$ cat src/rtl/cstr_rf_pkg.sv
package cstr_rf_pkg;

    parameter int unsigned NUM_ENTRIES = 43;
    parameter int unsigned DATA_W      = 16;
    parameter int unsigned ADDR_W      = $clog2(NUM_ENTRIES);
    parameter int unsigned SM_SIGN_BIT = 12;
    parameter int unsigned OFS_W       = SM_SIGN_BIT + 1;
    parameter int unsigned IDX_OFS_A   = 41;
    parameter int unsigned IDX_OFS_B   = 42;

    localparam logic [2:0] OP_IDLE      = 3'd0;
    localparam logic [2:0] OP_ADDR_CLR  = 3'd1;
    localparam logic [2:0] OP_ADDR_LOAD = 3'd2;
    localparam logic [2:0] OP_WRITE     = 3'd3;
    localparam logic [2:0] OP_READ      = 3'd4;

    typedef struct packed {
        logic              clr;
        logic              load;
        logic              wr;
        logic              rd;
        logic [DATA_W-1:0] data;
    } host_req_t;

    // Reserved slots: accept writes, always present all ones.
    function automatic logic is_reserved(int unsigned idx);
        case (idx)
            0, 1, 19, 31, 37, 38: return 1'b1;
            default:              return 1'b0;
        endcase
    endfunction

    function automatic logic [DATA_W-1:0] default_of(int unsigned idx);
        if (is_reserved(idx)) return '1;
        case (idx)
            2:                   return DATA_W'(7);
            3, 4:                return DATA_W'(14);
            5, 6, 9:             return DATA_W'(21);
            8:                   return DATA_W'(1);
            10:                  return DATA_W'(8);
            11, 12:              return DATA_W'(19);
            13:                  return DATA_W'(30);
            14, 15, 16, 17, 18:  return DATA_W'(127);
            20:                  return DATA_W'(24);
            21:                  return DATA_W'(127);
            22:                  return DATA_W'(14);
            23, 24:              return DATA_W'(25);
            25:                  return DATA_W'(36);
            26, 27, 28, 29, 30:  return DATA_W'(6);
            32:                  return DATA_W'(6);
            33, 34, 35, 36:      return DATA_W'(64);
            39:                  return DATA_W'(60);
            40:                  return DATA_W'(200);
            42:                  return DATA_W'(2048);
            default:             return '0;
        endcase
    endfunction

endpackage

$ cat src/rtl/cstr_addr_ctr.sv
module cstr_addr_ctr #(
    parameter int unsigned NUM_ENTRIES = 43,
    parameter int unsigned DATA_W      = 16,
    parameter int unsigned ADDR_W      = $clog2(NUM_ENTRIES)
) (
    input  logic              clk,
    input  logic              rst,
    input  logic              clr,
    input  logic              load,
    input  logic [DATA_W-1:0] load_idx,
    input  logic              step,
    output logic [ADDR_W-1:0] ptr
);
    localparam logic [ADDR_W-1:0] LAST = ADDR_W'(NUM_ENTRIES - 1);

    logic load_ok;
    assign load_ok = load && (32'(load_idx) < NUM_ENTRIES);

    always_ff @(posedge clk) begin
        if (rst) begin
            ptr <= '0;
        end else if (clr) begin
            ptr <= '0;
        end else if (load_ok) begin
            ptr <= load_idx[ADDR_W-1:0];
        end else if (step) begin
            ptr <= (ptr == LAST) ? '0 : ptr + 1'b1;
        end
    end
endmodule

$ cat src/rtl/cstr_store.sv
module cstr_store
    import cstr_rf_pkg::*;
#(
    parameter int unsigned NUM_ENTRIES = 43,
    parameter int unsigned DATA_W      = 16,
    parameter int unsigned ADDR_W      = $clog2(NUM_ENTRIES)
) (
    input  logic                          clk,
    input  logic                          rst,
    input  logic                          wr_en,
    input  logic [ADDR_W-1:0]             wr_idx,
    input  logic [DATA_W-1:0]             wr_data,
    output logic [NUM_ENTRIES*DATA_W-1:0] slots
);
    for (genvar i = 0; i < NUM_ENTRIES; i++) begin : g_slot
        if (is_reserved(i)) begin : g_rsv
            assign slots[i*DATA_W +: DATA_W] = '1;
        end else begin : g_reg
            logic [DATA_W-1:0] q;
            always_ff @(posedge clk) begin
                if (rst) begin
                    q <= default_of(i);
                end else if (wr_en && (wr_idx == ADDR_W'(i))) begin
                    q <= wr_data;
                end
            end
            assign slots[i*DATA_W +: DATA_W] = q;
        end
    end
endmodule

$ cat src/rtl/cstr_sm2tc.sv
module cstr_sm2tc #(
    parameter int unsigned DATA_W   = 16,
    parameter int unsigned SIGN_BIT = 12,
    parameter int unsigned OUT_W    = SIGN_BIT + 1
) (
    input  logic [DATA_W-1:0]       sm_in,
    output logic signed [OUT_W-1:0] tc_out
);
    logic signed [OUT_W-1:0] mag;
    assign mag    = {1'b0, sm_in[SIGN_BIT-1:0]};
    assign tc_out = sm_in[SIGN_BIT] ? -mag : mag;
endmodule

$ cat src/rtl/cstr_regfile.sv
module cstr_regfile
    import cstr_rf_pkg::*;
(
    input  logic                               clk,
    input  logic                               rst,
    input  logic                               prot_en,
    input  logic [2:0]                         cmd_op,
    input  logic [DATA_W-1:0]                  cmd_wdata,
    output logic                               rd_valid,
    output logic [DATA_W-1:0]                  rd_data,
    output logic [NUM_ENTRIES*DATA_W-1:0]      param_bus,
    output logic signed [OFS_W-1:0]            ofs_a,
    output logic signed [OFS_W-1:0]            ofs_b
);
    host_req_t         req;
    logic [ADDR_W-1:0] addr_ptr;
    logic              step;
    logic              wr_en;
    logic [DATA_W-1:0] sel_word;

    always_comb begin
        req      = '0;
        req.data = cmd_wdata;
        case (cmd_op)
            OP_ADDR_CLR:  req.clr  = 1'b1;
            OP_ADDR_LOAD: req.load = 1'b1;
            OP_WRITE:     req.wr   = 1'b1;
            OP_READ:      req.rd   = 1'b1;
            default:      ;
        endcase
    end

    assign step  = (req.wr || req.rd) && prot_en;
    assign wr_en = req.wr && prot_en;

    cstr_addr_ctr #(
        .NUM_ENTRIES (NUM_ENTRIES),
        .DATA_W      (DATA_W),
        .ADDR_W      (ADDR_W)
    ) u_ctr (
        .clk      (clk),
        .rst      (rst),
        .clr      (req.clr),
        .load     (req.load),
        .load_idx (req.data),
        .step     (step),
        .ptr      (addr_ptr)
    );

    cstr_store #(
        .NUM_ENTRIES (NUM_ENTRIES),
        .DATA_W      (DATA_W),
        .ADDR_W      (ADDR_W)
    ) u_store (
        .clk     (clk),
        .rst     (rst),
        .wr_en   (wr_en),
        .wr_idx  (addr_ptr),
        .wr_data (req.data),
        .slots   (param_bus)
    );

    assign sel_word = param_bus[int'(addr_ptr)*DATA_W +: DATA_W];

    always_ff @(posedge clk) begin
        if (rst) begin
            rd_valid <= 1'b0;
            rd_data  <= '0;
        end else begin
            rd_valid <= req.rd;
            if (req.rd) begin
                rd_data <= prot_en ? sel_word : '0;
            end
        end
    end

    cstr_sm2tc #(.DATA_W(DATA_W), .SIGN_BIT(SM_SIGN_BIT), .OUT_W(OFS_W)) u_ofs_a (
        .sm_in  (param_bus[IDX_OFS_A*DATA_W +: DATA_W]),
        .tc_out (ofs_a)
    );

    cstr_sm2tc #(.DATA_W(DATA_W), .SIGN_BIT(SM_SIGN_BIT), .OUT_W(OFS_W)) u_ofs_b (
        .sm_in  (param_bus[IDX_OFS_B*DATA_W +: DATA_W]),
        .tc_out (ofs_b)
    );
endmodule

$ cat config.mk
export PLATFORM = sky130hd
export DESIGN_NAME = cstr_regfile
export DESIGN_NICKNAME = d
export VERILOG_FILES = /design/src/rtl/cstr_rf_pkg.sv /design/src/rtl/cstr_addr_ctr.sv /design/src/rtl/cstr_store.sv /design/src/rtl/cstr_sm2tc.sv /design/src/rtl/cstr_regfile.sv
export SDC_FILE = /design/constraint.sdc
export NUM_CORES = 2
export LEC_CHECK = 0
export ABC_CLOCK_PERIOD_IN_PS = 7050
export BUFFER_PORTS_ARGS = -buffer_cell sky130_fd_sc_hd__buf_2
export CELL_PAD_IN_SITES_DETAIL_PLACEMENT = 1
export CELL_PAD_IN_SITES_GLOBAL_PLACEMENT = 1
export CORE_AREA = 2 2 297 299
export DETAILED_ROUTE_END_ITERATION = 16
export DIE_AREA = 0 0 299 301
export GPL_TIMING_DRIVEN = 0
export PLACE_DENSITY_LB_ADDON = 0.1
export SYNTH_ARGS = -nofsm -noshare
export SYNTH_HDL_FRONTEND = slang
export SYNTH_HIERARCHICAL = 1
export SYNTH_SLANG_ARGS = --single-unit
$ cat constraint.sdc
create_clock -name clk -period 7.05 [get_ports clk]
set_clock_uncertainty 0.15 [all_clocks]
set_input_delay 1.41 -clock clk [delete_from_list [all_inputs] [get_ports clk]]
set_output_delay 1.41 -clock clk [all_outputs]
set_load 0.02 [all_outputs]
==> impl_summary.md <==
Worst setup path
The cell repeated most along the worst path is clkbuf_1. The launching element type of the critical path is a primary input. The worst endpoint data arrival time is 4.53 ns. Along the worst path, the maximum fanout reaches 10. The cell at the slowest stage of the critical path is clkbuf_1. The type of element capturing the critical path is a flip-flop. The worst setup slack for register-to-register paths is 2.96 ns. The critical path is of the in -> reg type. The endpoint required time on the critical path is 7.33 ns.

The maximum single-stage delay on the critical path is 0.98 ns. The critical path goes through buf_2, clkbuf_1, buf_2, nand2b_1, clkbuf_1, clkbuf_1, mux2i_1.

Routing
The number of nets with antenna violations after detailed routing is 0. The routed length per placed instance is 32.7 um. The detailed-route via count is 25,700. In the routed design, unresolved DRC markers number 0.

The first-iteration detailed-routing DRC count is 1,636. The post-detailed-routing wire length is 157 mm. In the routed layout, each cell is associated on average with a via count of 5.38. The first TritonRoute pass finished after 6 iterations.

Timing
Setup violations remaining at the end of the flow were counted as 0. The count of final max-slew check failures was 0. The smallest clock period supported by the final layout is computed as 4.25 ns.

The final cycle utilization of the critical path is 60.2%. For the pin with the worst max-slew slack, the measured transition is 1.46 ns. The final number of hold-violating endpoints came to 0.

The final total negative setup slack is 0 ns. The tightest slew margin relative to the limit is 2.48%. Setup repair after global routing left no endpoint under its margin. The worst hold slack is 0.341 ns.

The fmax is 235 MHz.

Layout
The layout overhead on the synthesized area is 24.9%. The layout filler cell count is 9,785. For this run, the post-layout net count is 3,591.

The combined flip-flop and latch cell area is 12,300 um^2. The non-filler instance count after layout is 4,782. Summing all multi-input logic gate instances after layout gives 16,700 um^2.

The share of final-layout standard cells stronger than drive strength 1 is 34.8%. The utilization after layout is 44.1%.

Die
The die outline area is 90,000 um^2. The count of pins on the block boundary is 753. The die boundary width is 299 um. The initialized floorplan defines 108 standard-cell rows. The initial utilization of the core area, before any placement, comes to 35.3%.

The core region is 86,500 um^2. The y dimension of the die is 301 um.

Worst hold path
The min-delay analysis places its worst path in the category reg -> reg.

Flow run
Max-cap violations in this run came to 0.

Logic synthesis
The fraction of the yosys area taken by sequential cells is 40.3%. Counting instances in the post-synthesis netlist gives the leading cell types as dfxtp_1, mux2i_1, nand2b_1, mux4_2, clkbuf_1. Synthesis produced a netlist whose cell count is 2,736. The area share of the largest cell type after synthesis is 40.3%. The number of different library cells in the post-synthesis netlist is 66. The dominant cell by count in the synthesized netlist is dfxtp_1. After synthesis, the cell types taking the most area are dfxtp_1, mux2i_1, mux4_2, nand2b_1, buf_4.

The dominant register cell in the synthesized netlist is dfxtp_1. The cell area that synthesis handed to floorplanning was 30,600 um^2. The average instance area after synthesis is 11.2 um^2.

In this run, synthesis inferred 0 flip-flops with an integrated enable. The cell taking the most area after synthesis is dfxtp_1. In this run, synthesis produced a sequential element count of 615. After synthesis, the share of flip-flops with an asynchronous set or reset is 0%. The count of yosys warnings during synthesis is 6.

Place
The half-perimeter wire length of the detailed placement result is 121 mm. Buffers placed on the I/O ports in this run total 656. The routability congestion estimate is 0.910.

The cell count after placement is 4,644.

Clocking
After clock tree synthesis, the repair step resized 0 gates. In this run the deepest clock path goes through 3 buffers. Hold repair after CTS inserted 0 buffers. The clock tree synthesis step divided the H-tree into 3 levels. For the worst-skew pair, the clock arrives at the later sink with an insertion delay of 0.63 ns.

The number of sinks driven by the clock tree is 615. The clock input transition at the sequential cells of the worst setup and hold paths is 0.06 ns. TritonCTS built the clock tree. The tree is rooted in a clkbuf_16. Buffers added to address setup during post-CTS repair amount to 0. The total CTS buffers is 74.

Pwr
In this run the power density over the cells is 209 nW/um^2. For this design the static power due to leakage is 19.3 nW. The worst ir drop on vdd is 0.160 mV.

Global routing
The total routing usage reported by global routing is 33.6%. The initial antenna violation count came to 13. Summed over all layers, the global routing overflow is 0. Entering global routing, the biggest net connects 14 pins. The via count of the first global-routing pass is 27,100. The global-route wire length before repair is 214 mm.

Outcome
The flow ran to the end, and the final reports show no timing, DRC or antenna violations.
per-layer routing:
layer	wire length, um	track usage (%)
met4	7020	14.6
met3	10100	7.32
met2	76000	57.1
met5	16	0
met1	63500	40.9
worst max-delay path, delay by kind of cell:
kind	cells	cell delay (ns)
buf+inv	5	2.75
mux	1	0.20
simple gates	1	0.15
area by class of cell:
| type | count | share of cell area, % |
|---|---|---|
| Inverter | 8 | 0.0787 |
| Multi-Input combinational cell | 1861 | 43.6 |
| Buffer | 347 | 5.03 |
| Clock inverter | 27 | 0.731 |
| Antenna cell | 6 | 0.0393 |
| Timing Repair Buffer | 658 | 8.67 |
| Sequential cell | 615 | 32.3 |
| Tap cell | 1155 | 3.79 |
| Clock buffer | 105 | 5.77 |
stage by stage:
step	setup WS [ns]	instance area (um^2)	power, mW
floorplan	3.89	30900	3.87
global placement	2.23	35600	4.07
detailed placement	2.18	35700	4.07
CTS	2.84	38200	8.03
global route	2.73	38200	8.20
finish	2.80	38200	7.99
state kept, by name, summed over array words and instances, names as in the netlist:
register                count
rd_valid                    1
rd_data                    16
u_ctr/ptr                   6
u_store/g_slot.g_reg.q    592
cells in the final DEF (no fill, tap or decap), types with 24 or more instances in the layout:
| cell type | count |
|---|---|
| nand2b_1 | 507 |
| clkbuf_16 | 76 |
| o21ai_0 | 24 |
| mux2_2 | 78 |
| conb_1 | 96 |
| nand2_1 | 28 |
| mux2i_1 | 611 |
| clkbuf_1 | 154 |
| buf_2 | 706 |
| dfxtp_1 | 615 |
| buf_4 | 125 |
| nor2_1 | 128 |
| mux4_2 | 145 |
where the power goes:
group          internal, mW  switching [mW]  leakage, nW  total [mW]
logic                 0.169           0.367         13.1       0.536
registers              3.48         0.00220         4.96        3.48
clock network          2.32            1.65         1.24        3.98
cells by family (layout without fill, tap and decap cells):
kind of cell	Yosys count	count (layout)	share of synthesized area, %
other	1	102	0.0123
buffers and inverters	355	1145	6.38
flip-flops	615	615	40.3
AO/OA/AOI/OAI	145	145	3.72
adder cells (fa/ha/maj)	4	4	0.164
XOR/XNOR	21	21	0.602
multiplexers	834	834	33.6
AND/OR/NAND/NOR	761	761	15.3
final timing paths:
path,from,end,cells past startpoint
setup / recovery,rst,u_store/g_slot[39].g_reg.q[9],7
hold / removal,u_store/g_slot[6].g_reg.q[3],u_store/g_slot[6].g_reg.q[3],2
setup reg to reg,u_ctr/ptr[2],rd_data[9],6
hold reg to reg,u_store/g_slot[6].g_reg.q[3],u_store/g_slot[6].g_reg.q[3],2
No activity file was read; power rests on OpenSTA's default activity.
